`src/rtl/bcg_pkg.sv`:
```
package bcg_pkg;

    typedef enum logic [1:0] {
        ST_IDLE  = 2'd0,
        ST_BURST = 2'd1,
        ST_FAULT = 2'd2
    } bcg_state_t;

    localparam logic [2:0] LEN_ONE   = 3'b000;
    localparam logic [2:0] LEN_TWO   = 3'b001;
    localparam logic [2:0] LEN_FOUR  = 3'b010;
    localparam logic [2:0] LEN_EIGHT = 3'b011;
    localparam logic [2:0] LEN_PAGE  = 3'b111;

endpackage

```
`src/rtl/bcg_len_decode.sv`:
```
module bcg_len_decode
    import bcg_pkg::*;
#(
    parameter int COL_W = 9
) (
    input  logic [2:0]       code_i,
    input  logic             interleave_i,
    output logic             legal_o,
    output logic             full_o,
    output logic [COL_W-1:0] mask_o,
    output logic [2:0]       last_idx_o
);

    always_comb begin
        legal_o    = 1'b1;
        full_o     = 1'b0;
        mask_o     = '0;
        last_idx_o = 3'd0;
        unique case (code_i)
            LEN_ONE: begin
                mask_o     = COL_W'(0);
                last_idx_o = 3'd0;
            end
            LEN_TWO: begin
                mask_o     = COL_W'(1);
                last_idx_o = 3'd1;
            end
            LEN_FOUR: begin
                mask_o     = COL_W'(3);
                last_idx_o = 3'd3;
            end
            LEN_EIGHT: begin
                mask_o     = COL_W'(7);
                last_idx_o = 3'd7;
            end
            LEN_PAGE: begin
                // the open-ended sweep is only defined for sequential order
                full_o  = 1'b1;
                mask_o  = '1;
                legal_o = !interleave_i;
            end
            default: legal_o = 1'b0;
        endcase
    end

endmodule

```
`src/rtl/bcg_beat_addr.sv`:
```
module bcg_beat_addr #(
    parameter int COL_W = 9
) (
    input  logic [COL_W-1:0] base_i,
    input  logic [COL_W-1:0] mask_i,
    input  logic [COL_W-1:0] beat_i,
    input  logic             interleave_i,
    output logic [COL_W-1:0] col_o
);

    logic [COL_W-1:0] offset;

    always_comb begin
        if (interleave_i)
            offset = base_i ^ beat_i;
        else
            offset = base_i + beat_i;
    end

    // per bit: moving bits come from the offset, block-select bits from the base
    for (genvar b = 0; b < COL_W; b++) begin : g_bit
        assign col_o[b] = mask_i[b] ? offset[b] : base_i[b];
    end

endmodule

```
`src/rtl/bcg_fsm.sv`:
```
module bcg_fsm
    import bcg_pkg::*;
(
    input  logic       clk,
    input  logic       rst_n,
    input  logic       start_i,
    input  logic       legal_i,
    input  logic       final_i,
    output bcg_state_t state_o,
    output logic       launch_o,
    output logic       valid_o,
    output logic       err_o,
    output logic       busy_o
);

    bcg_state_t state_q, state_d;

    always_comb begin
        state_d  = state_q;
        launch_o = 1'b0;
        unique case (state_q)
            ST_IDLE: begin
                if (start_i && legal_i) begin
                    state_d  = ST_BURST;
                    launch_o = 1'b1;
                end else if (start_i) begin
                    state_d = ST_FAULT;
                end
            end
            ST_BURST: if (final_i) state_d = ST_IDLE;
            ST_FAULT: state_d = ST_IDLE;
            default:  state_d = ST_IDLE;
        endcase
    end

    always_ff @(posedge clk or negedge rst_n) begin
        if (!rst_n) state_q <= ST_IDLE;
        else        state_q <= state_d;
    end

    always_comb begin
        valid_o = (state_q == ST_BURST);
        err_o   = (state_q == ST_FAULT);
        busy_o  = (state_q != ST_IDLE);
    end

    assign state_o = state_q;

    a_r8_fault_one_cycle: assert property (@(posedge clk) disable iff (!rst_n)
        (state_q == ST_FAULT) |=> (state_q == ST_IDLE));

endmodule

```
`src/rtl/burst_col_gen.sv`:
```
module burst_col_gen
    import bcg_pkg::*;
#(
    parameter int COL_W = 9
) (
    input  logic             clk,
    input  logic             rst_n,
    input  logic             start_i,
    input  logic [COL_W-1:0] col_i,
    input  logic [2:0]       len_code_i,
    input  logic             interleave_i,
    input  logic             term_i,
    output logic [COL_W-1:0] col_o,
    output logic             valid_o,
    output logic             done_o,
    output logic             err_o,
    output logic             busy_o
);

    logic             legal, full_d, launch, final_beat, last_fixed;
    logic [COL_W-1:0] mask_d;
    logic [2:0]       last_d;
    bcg_state_t       state;

    logic [COL_W-1:0] base_q, mask_q, beat_q;
    logic [2:0]       last_q;
    logic             full_q, ilv_q;

    bcg_len_decode #(.COL_W(COL_W)) u_dec (
        .code_i       (len_code_i),
        .interleave_i (interleave_i),
        .legal_o      (legal),
        .full_o       (full_d),
        .mask_o       (mask_d),
        .last_idx_o   (last_d)
    );

    bcg_fsm u_fsm (
        .clk      (clk),
        .rst_n    (rst_n),
        .start_i  (start_i),
        .legal_i  (legal),
        .final_i  (final_beat),
        .state_o  (state),
        .launch_o (launch),
        .valid_o  (valid_o),
        .err_o    (err_o),
        .busy_o   (busy_o)
    );

    always_ff @(posedge clk or negedge rst_n) begin
        if (!rst_n) begin
            base_q <= '0;
            mask_q <= '0;
            beat_q <= '0;
            last_q <= '0;
            full_q <= 1'b0;
            ilv_q  <= 1'b0;
        end else if (launch) begin
            base_q <= col_i;
            mask_q <= mask_d;
            beat_q <= '0;
            last_q <= last_d;
            full_q <= full_d;
            ilv_q  <= interleave_i;
        end else if (valid_o) begin
            beat_q <= beat_q + 1'b1;
        end
    end

    bcg_beat_addr #(.COL_W(COL_W)) u_addr (
        .base_i       (base_q),
        .mask_i       (mask_q),
        .beat_i       (beat_q),
        .interleave_i (ilv_q),
        .col_o        (col_o)
    );

    assign last_fixed = !full_q && (beat_q == COL_W'(last_q));
    assign final_beat = valid_o && (last_fixed || (full_q && term_i));
    assign done_o     = final_beat;

    a_r6_done_has_valid: assert property (@(posedge clk) disable iff (!rst_n)
        done_o |-> valid_o);
    a_r6_nothing_after_done: assert property (@(posedge clk) disable iff (!rst_n)
        done_o |=> !valid_o);
    a_r8_err_without_beat: assert property (@(posedge clk) disable iff (!rst_n)
        err_o |-> !valid_o);
    a_r8_err_then_quiet: assert property (@(posedge clk) disable iff (!rst_n)
        err_o |=> (!err_o && !valid_o));
    a_r3_block_fixed: assert property (@(posedge clk) disable iff (!rst_n)
        (valid_o && $past(valid_o) && !full_q) |->
        ((col_o & ~mask_q) == ($past(col_o) & ~mask_q)));
    a_r7_page_step: assert property (@(posedge clk) disable iff (!rst_n)
        (valid_o && $past(valid_o) && full_q) |->
        (col_o == COL_W'($past(col_o) + 1'b1)));
    a_r5_first_beat: assert property (@(posedge clk) disable iff (!rst_n)
        (state == ST_IDLE && start_i && legal) |=> (valid_o && col_o == $past(col_i)));

endmodule

```
`config.mk`:
```
export PLATFORM = sky130hd
export DESIGN_NAME = burst_col_gen
export DESIGN_NICKNAME = d
export VERILOG_FILES = /design/src/rtl/bcg_pkg.sv /design/src/rtl/bcg_len_decode.sv /design/src/rtl/bcg_beat_addr.sv /design/src/rtl/bcg_fsm.sv /design/src/rtl/burst_col_gen.sv
export SDC_FILE = /design/constraint.sdc
export NUM_CORES = 1
export LEC_CHECK = 0
export BUFFER_PORTS_ARGS = -buffer_cell sky130_fd_sc_hd__buf_2
export CAP_MARGIN = 20
export CELL_PAD_IN_SITES_DETAIL_PLACEMENT = 0
export CELL_PAD_IN_SITES_GLOBAL_PLACEMENT = 1
export CORE_UTILIZATION = 41
export DETAILED_ROUTE_END_ITERATION = 6
export PLACE_DENSITY = 0.76
export SLEW_MARGIN = 20
export SYNTH_ARGS = -nofsm -noshare
export SYNTH_HDL_FRONTEND = slang
export SYNTH_SLANG_ARGS = --single-unit
```
`constraint.sdc`:
```
create_clock -name clk -period 3.4 [get_ports clk]
set_clock_uncertainty 0.15 [all_clocks]
set_input_delay 0.85 -clock clk [delete_from_list [all_inputs] [get_ports clk]]
set_output_delay 0.85 -clock clk [all_outputs]
set_load 0.02 [all_outputs]
```
Yosys cells after proc, flatten, opt, wreduce, memory -nomap -nowiden

Index checks and enable logic that the tools add are counted.

Word-level logic and storage cells: 54
Output and inout port bits: 13
Input port bits: 17
Flip-flop bits (word level): 34

Bitwise logic cells: 1
Equality and inequality tests: 9
Add/subtract/negate cells: 2
Multiplexer cells: 22
Reductions and logical operators: 13

Operator list:

| cell                                           | count |
|---|---|
| one-hot mux 9 bit (4 select lines)             | 1 |
| two-way mux 9 bit                              | 3 |
| two-way mux 1 bit                              | 12 |
| adder 9 x 1 -> 9 bit (second input constant)   | 1 |
| adder 9 bit                                    | 1 |
| == test 9 x 3 -> 1 bit                         | 1 |
| one-hot mux 3 bit (3 select lines)             | 1 |
| XOR 9 bit                                      | 1 |
| == test 3 x 2 -> 1 bit (second input constant) | 2 |
| two-way mux 2 bit                              | 3 |
| logical AND 1 bit                              | 4 |
| one-hot mux 2 bit (2 select lines)             | 1 |
| nonzero test 2 bit                             | 2 |
| OR reduction 4 bit                             | 1 |
| == test 3 x 1 -> 1 bit (second input constant) | 1 |
| == test 3 bit (second input constant)          | 1 |
| logical NOT 3 bit                              | 1 |
| != test 3 x 2 -> 1 bit (second input constant) | 1 |
| == test 2 x 1 -> 1 bit (second input constant) | 1 |
| == test 2 bit (second input constant)          | 1 |
| logical NOT 1 bit                              | 2 |
| logical NOT 2 bit                              | 1 |
| != test 2 x 1 -> 1 bit (second input constant) | 1 |
| one-hot mux 1 bit (2 select lines)             | 1 |
| 2 further kinds                                | 2 |

Depth between registers and ports, before layout

Depth in word-level cells: 7
Gate-level depth with buffers: 8
Depth with buffers taken out: 8

Modules after synthesis

Synthesis repeated with hierarchy kept, for this count alone.

Cell total of the unflattened synthesis: 194
Area total of the unflattened synthesis: 2054.5 sq um

Modules (own cells, without submodules):

| module         | cells each | times used | area each (sq um) |
|---|---|---|---|
| burst_col_gen  | 100        | 1          | 1340.0 |
| bcg_beat_addr  | 67         | 1          | 505.5 |
| bcg_fsm        | 10         | 1          | 105.1 |
| bcg_len_decode | 17         | 1          | 103.8 |

Worst setup path before layout

No wires, ideal clock.

Path kind: flip-flop to output port
Start: reg beat_q[1]
End: out col_o[7]
Cell stages (with the launch flop): 7
Data arrival time: 1.989 ns
Setup slack: 0.411 ns
Cells stage by stage: dfrtp_1 > ha_1 > a211oi_1 > o21ai_1 > a2111oi_0 > o31ai_1 > a31oi_1

Cells in the longest elaborated chain, start to end: 3

Ends and longest elaborated chain:

| element                  | line                | source |
|---|---|---|
| start: declaration       | burst_col_gen.sv:25 | `logic [COL_W-1:0] base_q, mask_q, beat_q;` |
| start signal: assignment | burst_col_gen.sv:67 | `beat_q <= beat_q + 1'b1;` |
| adder 9 bit              | bcg_beat_addr.sv:17 | `offset = base_i + beat_i;` |
| two-way mux 9 bit        | bcg_beat_addr.sv:14 | `if (interleave_i)` |
| two-way mux 1 bit        | bcg_beat_addr.sv:22 | `assign col_o[b] = mask_i[b] ? offset[b] : base_i[b];` |
| end: declaration         | burst_col_gen.sv:13 | `output logic [COL_W-1:0] col_o,` |

No other way between the ends.

Final worst setup path

Start: reg beat_q[0]
End: out col_o[8]

The elaborated chain is that of the path after synthesis.

==> results.cfg <==
[clock_network]
clk_latency_ps = 280
cts-htree-levels = 2
cts_buffers = 5
clockBufferDepth = 2
cts_tree = yes
path_clk_slew_ps = 60
clkSinkCount = 29
cts_hold_buffers = 0
cts.root.buffer_cell = clkbuf_8

[power]
finalPower_uw = 1940
clockPowerShare = 0.190
p_sw_frac = 0.428
p_int_uw = 1110
vdd_drop_max_mv = 0.465
p_leak_uw = 0.00105
switchingPower_uw = 830
combPwrFrac = 0.486
p_seq_frac = 0.324
p_per_area_nw_per_um2 = 907

[setup_path]
cp.buffers_inverters = 2
timing_worst_setup_path_type = reg2out
crit_required_ps = 2400
cp_cell_sequence = ha_2 -> inv_1 -> fa_1 -> nor2b_2 -> o31a_1 -> o21ai_1 -> mux2i_1 -> xor2_1 -> buf_4
cp_slowest_stage_delay_ps = 400
start_kind = flip-flop
cp-end-kind = output port
critPathTopFamily = adder cells
cp_slowest_cell = dfrtp_2
crit_fanout = 5
arrival_ps = 2290

[sta]
tightestPinTransition_ps = 722
fmax_ghz = 0.304
fin_crit_sh = 0.966
setup_violations = 0
drv_slew = 0
tns_ps = 0
finalWorstPathRequiredPeriod_ps = 3290
slew-limit-headroom = 0.519
hold_viol = 0

[synthesis]
muxShareOfSynthArea = 0.0118
synthDistinctLibCells = 40
synthXorXnorAreaFrac = 0.0388
syn_nets = 243
synth_top_family_by_area = simple AND/OR/NAND/NOR gates
synthSimpleGateAreaFrac = 0.231
ys_warn_count = 0
avgSynthCellArea_um2 = 8.36
ys_seq_elements = 29
synth_compound_area_frac = 0.202
synth_area_um2 = 1810
syn_inst = 216
yosysSeqAreaShare = 0.402
synthAdderAreaFrac = 0.0735

[global_routing]
grt_first_pass_wirelength_um = 6510
grt_overflow = 0
antenna_found_initial = 0
grt_max_degree = 30
grt_util_all_layers = 0.196
grt_pass1_vias = 1396

[die]
die_y_um = 68.4
start_util = 0.439
die_x_um = 68.4
ioPinCount = 30
placementRows = 23
core_region_area_um2 = 4120
die_area_um2 = 4670

[worst_hold_path]
hold_path.class = reg2reg

[placed_design]
io_buffers = 29
globalplace.congestion = 0.784
dp_hpwl_um = 2880

[detailed_routing]
wl_um = 4060
drtIter0Drc = 91
final_antenna_net_count = 0
drc = 0
routedWlPerCell_um = 13.7
vias = 1591
vias_per_cell = 5.36
drt-pass1-iter-count = 4

[finish]
fin_nets = 273
fillers = 395
diodes = 0
drive_gt1_frac = 0.194
area_growth_syn_to_layout_pct = 18.4
ff_latch_area_um2 = 727
multiInputGateArea_um2 = 1030

[status]
outcome = complete, no violations

[flow_run]
maxCapViolCount = 0
## power groups by stage
| stage | logic (uW) | clock network, uW | registers, uW |
|---|---|---|---|
| after floorplan | 729 | 0 | 568 |
| after detailed placement | 909 | 0 | 630 |
| after global routing | 1080 | 396 | 653 |
| after global placement | 910 | 0 | 627 |
| after CTS | 914 | 378 | 625 |
| final | 942 | 368 | 629 |
## layout by cell type (no fill, tap or decap), types with 2 or more instances in the layout
cell type | Yosys | layout
o21ai_1 | 16 | 16
or4_1 | 3 | 3
buf_4 | 2 | 4
nor2b_1 | 4 | 3
xnor2_1 | 3 | 3
or3_1 | 2 | 2
o21a_1 | 2 | 2
dfrtp_1 | 29 | 28
nand2_1 | 39 | 39
buf_2 | 1 | 28
a21o_1 | 4 | 4
a21oi_1 | 11 | 11
nand3_1 | 4 | 4
and3_1 | 4 | 4
a31oi_1 | 6 | 6
ha_1 | 9 | 7
nand2b_1 | 3 | 3
clkbuf_8 | 0 | 6
xor2_1 | 5 | 5
nor2_1 | 18 | 18
o21ai_0 | 12 | 12
inv_1 | 8 | 8
o31ai_1 | 4 | 4
nand4_1 | 5 | 5
## flip-flops by register name, indices dropped and copies added (netlist names)
signal / cells
full_q: 1
u_fsm.state_o: 2
beat_q: 9
mask_q: 4
last_q: 3
base_q: 9
ilv_q: 1
## final cells by class
type / instances / area share
sequential: 29 / 0.340
clock inverter: 1 / 0.0141
clock buffer: 7 / 0.0404
multi-input combinational: 170 / 0.482
timing repair buffer: 32 / 0.0796
inverter: 8 / 0.0141
tap: 50 / 0.0293
## worst reg2reg max path: stages (launching register included)
cell and delay [ps]:
dfrtp_1 410, or3b_1 520, nand2b_1 540, nor2_1 370, a21o_1 110
## cell families (layout without fill, tap and decap cells)
| kind of cell | count (synthesis) | count (layout) |
|---|---|---|
| buf+inv | 17 | 48 |
| fa+ha+maj | 10 | 10 |
| flops | 29 | 29 |
| compound gates | 62 | 62 |
| mux | 2 | 2 |
| simple gates | 88 | 88 |
| xor+xnor | 8 | 8 |
## Yosys cell counts
master / n / share of area
a2111oi_0: 1 / 0.0049
a211oi_1: 1 / 0.0042
a21boi_0: 1 / 0.0042
a21o_1: 4 / 0.017
a21oi_1: 11 / 0.030
a221oi_1: 1 / 0.0049
a2bb2oi_1: 1 / 0.0049
a31oi_1: 6 / 0.021
and3_1: 4 / 0.014
and3_2: 1 / 0.0042
buf_2: 1 / 0.0028
buf_4: 2 / 0.0083
clkbuf_1: 6 / 0.012
dfrtp_1: 29 / 0.40
fa_1: 1 / 0.011
ha_1: 9 / 0.062
inv_1: 8 / 0.017
mux2_2: 1 / 0.0062
mux2i_1: 1 / 0.0055
nand2_1: 39 / 0.081
nand2b_1: 3 / 0.010
nand3_1: 4 / 0.011
nand3b_1: 1 / 0.0042
nand4_1: 5 / 0.017
nor2_1: 18 / 0.037
nor2b_1: 4 / 0.014
nor4_2: 1 / 0.0069
o211ai_1: 1 / 0.0042
o21a_1: 2 / 0.0083
o21ai_0: 12 / 0.033
o21ai_1: 16 / 0.044
o31a_1: 1 / 0.0049
o31ai_1: 4 / 0.017
or2_0: 1 / 0.0035
or2_2: 1 / 0.0035
or3_1: 2 / 0.0069
or3b_1: 1 / 0.0049
or4_1: 3 / 0.012
xnor2_1: 3 / 0.015
xor2_1: 5 / 0.024
## path summary, 6_finish.rpt
kind | start | endpoint | slack (ps) | cells past startpoint
max in group asynchronous | rst_n | beat_q[0]$_DFFE_PN0P_ | 2170 | 1
worst max-delay path | beat_q[0]$_DFFE_PN0P_ | col_o[8] | 110 | 9
worst min register to register | mask_q[2]$_DFFE_PN0N_ | mask_q[2]$_DFFE_PN0N_ | 360 | 2
worst max register to register | u_fsm.state_o[0]$_DFFE_PN0P_ | mask_q[7]$_DFFE_PN0N_ | 1230 | 4
min in group asynchronous | rst_n | base_q[5]$_DFFE_PN0N_ | 450 | 1
worst min-delay path | mask_q[2]$_DFFE_PN0N_ | mask_q[2]$_DFFE_PN0N_ | 360 | 2
## per-stage QoR
| stage | hold slack (ps) | utilization | area, um^2 | cells | setup slack, ps |
|---|---|---|---|---|---|
| finish | 362 | 0.519 | 2140 | 297 | 114 |
| global route | 391 | 0.519 | 2140 | 297 | -40.2 |
| global placement | 347 | 0.483 | 1990 | 288 | 344 |
| detailed placement | 354 | 0.483 | 1990 | 288 | 297 |
| floorplan | 315 | - | 1810 | 216 | 411 |
| CTS | 368 | 0.511 | 2100 | 296 | 44.3 |
## repair_timing
item | 4_1_cts | 5_1_grt
setup endpoints to repair | 1 | 3
buffers inserted | 0 | 1
gates resized for setup | 1 | 6
## routing by layer
layer	part of all wire	vias to the layer above	track usage
met5	0	-	0
met4	0.014	0	0.0703
met3	0.030	6	0.0550
met2	0.45	28	0.314
met1	0.51	733	0.249
li1	-	824	-
Power figures use the tool's default switching activity.
